[src/rtl/nvx_pkg.sv]
// Shared types for the nonvolatile transfer sequencer.
// Assumes: only one transfer can be in progress at a time.
package nvx_pkg;
    typedef enum logic [1:0] {
        X_IDLE   = 2'd0,
        X_STORE  = 2'd1,
        X_RECALL = 2'd2
    } xfer_e;
endpackage

[src/rtl/nvx_debounce.sv]
// Filters the shared store/busy pin into a single-cycle hardware store request.
// Assumes: the pin is sampled synchronously and DEB_CYC >= 2. Sampling is
// suspended while the block itself pulls the pin low.
module nvx_debounce #(
    parameter int DEB_CYC = 3
) (
    input  logic clk,
    input  logic rst_n,
    input  logic pin_lvl,
    input  logic sample_en,
    output logic hw_req
);
    localparam int DW = $clog2(DEB_CYC + 1);

    logic [DW-1:0] low_cnt;

    // Count consecutive low samples, saturating at the threshold.
    always_ff @(posedge clk) begin
        if (!rst_n || !sample_en || pin_lvl) begin
            low_cnt <= '0;
        end else if (low_cnt != DW'(DEB_CYC)) begin
            low_cnt <= low_cnt + 1'b1;
        end
    end

    // Fire once, on the edge that takes the DEB_CYC-th low sample.
    always_comb begin
        hw_req = sample_en && !pin_lvl && (low_cnt == DW'(DEB_CYC - 1));
    end

    a_r2_req_after_low: assert property (@(posedge clk) disable iff (!rst_n)
        hw_req |-> $past(!pin_lvl));
endmodule

[src/rtl/nvx_timer.sv]
// Stand-in for the cell transfer: a down-counter loaded with the length of
// the selected direction. It signals completion in the final active cycle.
// Assumes: start is raised only while no transfer is active.
module nvx_timer #(
    parameter int STORE_CYC  = 8,
    parameter int RECALL_CYC = 5
) (
    input  logic clk,
    input  logic rst_n,
    input  logic start,
    input  logic start_store,
    input  logic active,
    output logic done
);
    localparam int MAXC = (STORE_CYC > RECALL_CYC) ? STORE_CYC : RECALL_CYC;
    localparam int CW   = $clog2(MAXC + 1);

    logic [CW-1:0] cnt;

    // Load the remaining-cycle count on start, then count down while active.
    always_ff @(posedge clk) begin
        if (!rst_n) begin
            cnt <= '0;
        end else if (start) begin
            cnt <= start_store ? CW'(STORE_CYC - 1) : CW'(RECALL_CYC - 1);
        end else if (active && cnt != '0) begin
            cnt <= cnt - 1'b1;
        end
    end

    // The last cycle of a transfer is the one in which the count is zero.
    always_comb begin
        done = active && (cnt == '0);
    end
endmodule

[src/rtl/nvx_ctrl.sv]
// Arbitrates the transfer request sources and holds the current transfer kind.
// Assumes: pwr_fail and pwr_good are synchronous levels. Edges seen while a
// transfer runs are discarded.
module nvx_ctrl
    import nvx_pkg::*;
(
    input  logic  clk,
    input  logic  rst_n,
    input  logic  pwr_fail,
    input  logic  pwr_good,
    input  logic  auto_inhibit,
    input  logic  hw_req,
    input  logic  sw_store,
    input  logic  sw_recall,
    input  logic  dirty,
    input  logic  done,
    output xfer_e state,
    output logic  start,
    output logic  start_store
);
    logic pf_q, pg_q;
    logic pf_rise, pg_rise;

    // Remember the previous supply levels so that rises can be detected.
    always_ff @(posedge clk) begin
        if (!rst_n) begin
            pf_q <= 1'b0;
            pg_q <= 1'b0;
        end else begin
            pf_q <= pwr_fail;
            pg_q <= pwr_good;
        end
    end

    // Pick at most one request per idle cycle, in fixed precedence order.
    always_comb begin
        pf_rise     = pwr_fail && !pf_q;
        pg_rise     = pwr_good && !pg_q;
        start       = 1'b0;
        start_store = 1'b0;
        if (state == X_IDLE) begin
            if (pf_rise && dirty && !auto_inhibit) begin
                start = 1'b1; start_store = 1'b1;
            end else if (pg_rise) begin
                start = 1'b1;
            end else if (hw_req && dirty) begin
                start = 1'b1; start_store = 1'b1;
            end else if (sw_store) begin
                start = 1'b1; start_store = 1'b1;
            end else if (sw_recall) begin
                start = 1'b1;
            end
        end
    end

    // Enter the chosen transfer and return to idle on completion.
    always_ff @(posedge clk) begin
        if (!rst_n) begin
            state <= X_IDLE;
        end else if (start) begin
            state <= start_store ? X_STORE : X_RECALL;
        end else if (done) begin
            state <= X_IDLE;
        end
    end

    a_r11_hold_until_done: assert property (@(posedge clk) disable iff (!rst_n)
        (state != X_IDLE && !done) |=> (state == $past(state)));
    a_r4_clean_hw_skipped: assert property (@(posedge clk) disable iff (!rst_n)
        (state == X_IDLE && !dirty && !pg_rise && !sw_store && !sw_recall)
            |=> (state == X_IDLE));
    a_r12_pf_first: assert property (@(posedge clk) disable iff (!rst_n)
        (state == X_IDLE && pf_rise && dirty && !auto_inhibit) |=> (state == X_STORE));
endmodule

[src/rtl/nvx_dirty.sv]
// Tracks whether the SRAM holds data not yet matched by the shadow cells.
// Assumes: writes are only accepted while idle, so a write never coincides
// with completion.
module nvx_dirty (
    input  logic clk,
    input  logic rst_n,
    input  logic wr_ok,
    input  logic done,
    output logic dirty
);
    // Set on an accepted write; cleared when a transfer completes.
    always_ff @(posedge clk) begin
        if (!rst_n) begin
            dirty <= 1'b0;
        end else if (done) begin
            dirty <= 1'b0;
        end else if (wr_ok) begin
            dirty <= 1'b1;
        end
    end

    a_r8_write_marks: assert property (@(posedge clk) disable iff (!rst_n)
        wr_ok |=> dirty);
    a_r9_done_clears: assert property (@(posedge clk) disable iff (!rst_n)
        done |=> !dirty);
endmodule

[src/rtl/nv_xfer_seq.sv]
// Top level of the store/recall sequencer. It combines the pin filter, the
// arbiter, the transfer timer and the write tracker, and derives the bus and
// pin controls from the current transfer.
// Assumes: hsb_i is the synchronised, resolved level of the open-drain pin.
module nv_xfer_seq
    import nvx_pkg::*;
#(
    parameter int DEB_CYC    = 3,
    parameter int STORE_CYC  = 2_000_000,
    parameter int RECALL_CYC = 4000
) (
    input  logic clk,
    input  logic rst_n,
    input  logic hsb_i,
    output logic hsb_pull_lo,
    input  logic sw_store,
    input  logic sw_recall,
    input  logic pwr_fail,
    input  logic pwr_good,
    input  logic auto_inhibit,
    input  logic wr_req,
    output logic wr_accept,
    output logic access_ok,
    output logic dq_hiz,
    output logic store_active,
    output logic recall_active,
    output logic dirty
);
    xfer_e state;
    logic  hw_req, start, start_store, done, active;

    nvx_debounce #(.DEB_CYC(DEB_CYC)) u_deb (
        .clk(clk), .rst_n(rst_n), .pin_lvl(hsb_i),
        .sample_en(!hsb_pull_lo), .hw_req(hw_req)
    );

    nvx_ctrl u_ctrl (
        .clk(clk), .rst_n(rst_n), .pwr_fail(pwr_fail), .pwr_good(pwr_good),
        .auto_inhibit(auto_inhibit), .hw_req(hw_req), .sw_store(sw_store),
        .sw_recall(sw_recall), .dirty(dirty), .done(done), .state(state),
        .start(start), .start_store(start_store)
    );

    nvx_timer #(.STORE_CYC(STORE_CYC), .RECALL_CYC(RECALL_CYC)) u_tmr (
        .clk(clk), .rst_n(rst_n), .start(start), .start_store(start_store),
        .active(active), .done(done)
    );

    nvx_dirty u_dirty (
        .clk(clk), .rst_n(rst_n), .wr_ok(wr_accept), .done(done), .dirty(dirty)
    );

    // Derive the pin, bus and access controls from the transfer kind.
    always_comb begin
        active        = (state != X_IDLE);
        store_active  = (state == X_STORE);
        recall_active = (state == X_RECALL);
        hsb_pull_lo   = store_active;
        dq_hiz        = active;
        access_ok     = !active;
        wr_accept     = wr_req && !active && hsb_i;
    end

    a_r8_write_needs_high_pin: assert property (@(posedge clk) disable iff (!rst_n)
        wr_accept |-> hsb_i);
    a_r3_pull_during_store: assert property (@(posedge clk) disable iff (!rst_n)
        store_active |-> !hsb_i);
endmodule

[config.mk]
export PLATFORM = sky130hd
export DESIGN_NAME = nv_xfer_seq
export DESIGN_NICKNAME = d
export VERILOG_FILES = /design/src/rtl/nvx_pkg.sv /design/src/rtl/nvx_debounce.sv /design/src/rtl/nvx_timer.sv /design/src/rtl/nvx_ctrl.sv /design/src/rtl/nvx_dirty.sv /design/src/rtl/nv_xfer_seq.sv
export SDC_FILE = /design/constraint.sdc
export NUM_CORES = 1
export LEC_CHECK = 0
export ABC_CLOCK_PERIOD_IN_PS = 3450
export BUFFER_PORTS_ARGS = -buffer_cell sky130_fd_sc_hd__buf_2
export CORE_UTILIZATION = 35
export CTS_CLUSTER_SIZE = 28
export DETAILED_ROUTE_END_ITERATION = 10
export GPL_TIMING_DRIVEN = 0
export PLACE_DENSITY = 0.57
export SYNTH_ARGS = -nofsm -noshare
export SYNTH_HDL_FRONTEND = slang
export SYNTH_HIERARCHICAL = 1
export SYNTH_SLANG_ARGS = --single-unit
[constraint.sdc]
create_clock -name clk -period 3.45 [get_ports clk]
set_clock_uncertainty 0.15 [all_clocks]
set_input_delay 0.345 -clock clk [delete_from_list [all_inputs] [get_ports clk]]
set_output_delay 0.345 -clock clk [all_outputs]
set_load 0.05 [all_outputs]
==> metrics.txt <==
status finished, final reports clean; initial antenna violation count 0; Worst R2R Path Depth 8; syn nets 183; final period utilization about three quarters; clk_lat worst skew approximately 0.28 ns; RR Startpoint u_ctrl/state[1]; post-synthesis compound-gate area fraction a little over a fifth; setup ws final approximately 0.9 ns; CTS Buffer Depth 2; worst rel slew slack between 50% and 60%; count of final max-slew check failures 0; setup_tns 0 ns; antenna-violating nets left 0; Sink Count 28; crit path launch type register; Flop pwr share 41.3%; Period minus WS final roughly 2.6 ns; Peak VDD IR between 0.2 and 0.3 mV; Clk network pwr share 25.3%; Die ar. roughly 4600 um^2; synth unique cells 51; ys flop type dfxtp_1; static leakage between 0.6 and 0.7 nW; YS warnings 6; largest fanout on the critical path 9; DRT Wirelength 3690 um; Die Y 68.0 um; Detailed Place HPWL ~2700 um; DRT iter0 DRCs a little over 100; Inserted Diodes 0; P&R area growth vs syn 13.7%; I/O Buffers 15; Avg Inst Size Synth between 8 and 9 um^2; Int Power between 600 and 700 uW; xor/xnor cell area share of the yosys netlist 2.87%; wire per inst approximately 15 um; measured slew at the worst slew-check pin 0.641 ns; Pwr Density ~600 nW/um^2; final net count 203; hold path depth 2; critical path class register to register; Post-synth EDFFs 0; combinational power share 33.4%; Max-cap violations 0; Clock transition at path regs approximately 0.11 ns; Worst Hold Endpoint u_ctrl/pg_q; critical path arrival about 2.6 ns; post-synthesis mux area share less than 1%; vias in the first global route 1336; Root Driver clkbuf_8; Worst R2R Setup Slack around 0.89 ns; Total GRT Usage around 18%; Site Rows 23; drt pass-1 iters 4; switching power total between 300 and 400 uW; H-tree levels 1; largest family of logic cells by synthesized area simple AND/OR/NAND/NOR gates; largest net degree at the start of global routing 17; Core Footprint between 4000 and 5000 um^2; asr flop ratio synth 0%; Synth Area in Adders ~3.3%; via-per-instance ratio 5.90; share of layout cells above drive strength 1 about a fifth; Final Util approximately 42%; DRC viols 0; endpoints failing setup 0; aggregate global routing overflow 0; Post-Place Worst Slack between 0.8 and 0.9 ns; crit end category register; Cells after Synth 170; Post-CTS Resized 0; simple-gate portion of the synthesized area 32.0%; Post-CTS Setup Bufs 0; register area share after synthesis between 30% and 40%; Seq cells post-synth 28; Post-Syn Area between 1500 and 2000 um^2; Final Hold Vio Count 0; hold wc startpoint pwr_good; # hold bufs at CTS 0; CTS buffer count 3; CTS tree done; Hold Crit Class input pin to register; switching share of power between 30% and 40%; # IOs 16; fmax 391 MHz; Initial Util a little under two fifths; first-pass GRT wire length between 6000 and 7000 um; die width around 68 um; reg-to-reg endpoint u_tmr/cnt[6]; DR vias 1410; GP Congestion between 0.8 and 0.9; RSZ-0062 raised after global routing false; CP required approximately 3.4 ns
-- cells in the final DEF, fill, tap and decap left out, types with 3 or more instances in the layout --
cell | synthesis | layout
inv_1 | 5 | 5
buf_2 | 0 | 15
clkbuf_8 | 0 | 3
o21ai_0 | 8 | 8
nand2_1 | 8 | 8
o21ai_1 | 3 | 3
or3_1 | 10 | 10
nor3_1 | 5 | 5
or4_1 | 5 | 5
a21oi_1 | 9 | 9
ha_1 | 4 | 4
and2_1 | 3 | 3
dfxtp_1 | 28 | 28
nor2_1 | 11 | 11
xor2_1 | 3 | 3
a31oi_1 | 12 | 12
o31ai_1 | 7 | 7
-- power groups by stage --
stage / logic (mW) / registers, mW / clock network, mW
final: 0.351 / 0.433 / 0.266
after detailed placement: 0.348 / 0.439 / 0
after floorplan: 0.269 / 0.426 / 0
after global routing: 0.387 / 0.442 / 0.285
after global placement: 0.336 / 0.434 / 0
after CTS: 0.350 / 0.432 / 0.272
-- layer usage --
layer	GRT usage, %	part of all wire, %	routed length (um)
met1	22.0	48	1760
met2	30.1	48	1780
met3	4.17	3.6	131
met4	4.17	0.52	19
met5	0	0	0
-- cells by family (layout without fill, tap and decap cells) --
group           Yosys count  count (layout)
buf+inv                   9              28
simple gates             73              73
compound gates           50              50
flops                    28              28
xor+xnor                  5               5
fa+ha+maj                 4               4
mux                       1               1
-- final cells by class --
| cell class | instances | area, um^2 |
|---|---|---|
| fillers | 405 | 2350 |
| flip-flops and latches | 28 | 561 |
| repair buffers | 15 | 75.1 |
| inverters | 6 | 22.5 |
| well taps | 50 | 62.6 |
| multi-input cells | 133 | 925 |
| clock buffers | 3 | 41.3 |
| plain buffers | 3 | 18.8 |
| clock inverters | 1 | 30.0 |
-- flip-flops by register name (all words and copies together), names as in the netlist --
signal	flops
u_ctrl/state	2
u_deb/low_cnt	2
u_ctrl/pg_q	1
u_dirty/dirty	1
u_tmr/cnt	21
u_ctrl/pf_q	1
-- worst max-delay path, cell delays in order (launching register included) --
cell and delay, ns:
dfxtp_1 0.46, nand2b_1 0.16, and3b_1 0.17, a21oi_2 0.08, nand2b_1 0.08, o31a_1 0.27, clkinv_1 0.33, o21ai_1 0.61
a31oi_1 0.10
-- worst max-delay path by stage --
stage               startpoint       endpoint  slack (ns)  cells past startpoint
2_1_floorplan    u_dirty/dirty  u_tmr/cnt[14]        1.23                      7
3_3_place_gp   u_ctrl/state[1]  u_tmr/cnt[17]        1.02                      8
3_5_place_dp   u_ctrl/state[1]  u_tmr/cnt[15]        0.85                      8
4_1_cts        u_ctrl/state[1]  u_tmr/cnt[15]        0.82                      8
5_1_grt        u_ctrl/state[1]   u_tmr/cnt[6]        0.66                      8
6_report       u_ctrl/state[1]   u_tmr/cnt[6]        0.89                      8
-- cell usage after synthesis (all sizes together) (2+ instances only) --
cell type | n | area [um^2]
nand3b | 2 | 15.0
ha | 4 | 50.1
a21oi | 11 | 62.6
nor2 | 11 | 41.3
o211ai | 2 | 20.0
and2 | 3 | 18.8
o21a | 2 | 15.0
o21ai | 12 | 63.8
and3b | 2 | 17.5
nor3b | 2 | 20.0
inv | 5 | 18.8
nand2 | 8 | 30.0
and4bb | 3 | 41.3
nand2b | 2 | 12.5
and2b | 3 | 25.0
a31oi | 12 | 75.1
dfxtp | 28 | 561
o31ai | 7 | 52.6
buf | 2 | 15.0
xor2 | 3 | 26.3
or4 | 6 | 48.8
nor3 | 6 | 35.0
or3 | 12 | 77.6
nand4 | 2 | 18.8
xnor2 | 2 | 17.5
or2 | 2 | 12.5
nor4 | 3 | 25.0
and3 | 2 | 12.5
-- metrics by stage --
stage          std cells  cell area [um^2]  hold WS, ns  total power [mW]
5_1_grt              239              1740        0.128              1.11
3_3_place_gp         235              1660        0.319             0.770
3_5_place_dp         235              1660        0.331             0.786
4_1_cts              239              1740        0.124              1.05
2_1_floorplan        170              1530        0.311             0.695
6_report             239              1740        0.125              1.05
Power figures use the tool's default switching activity.
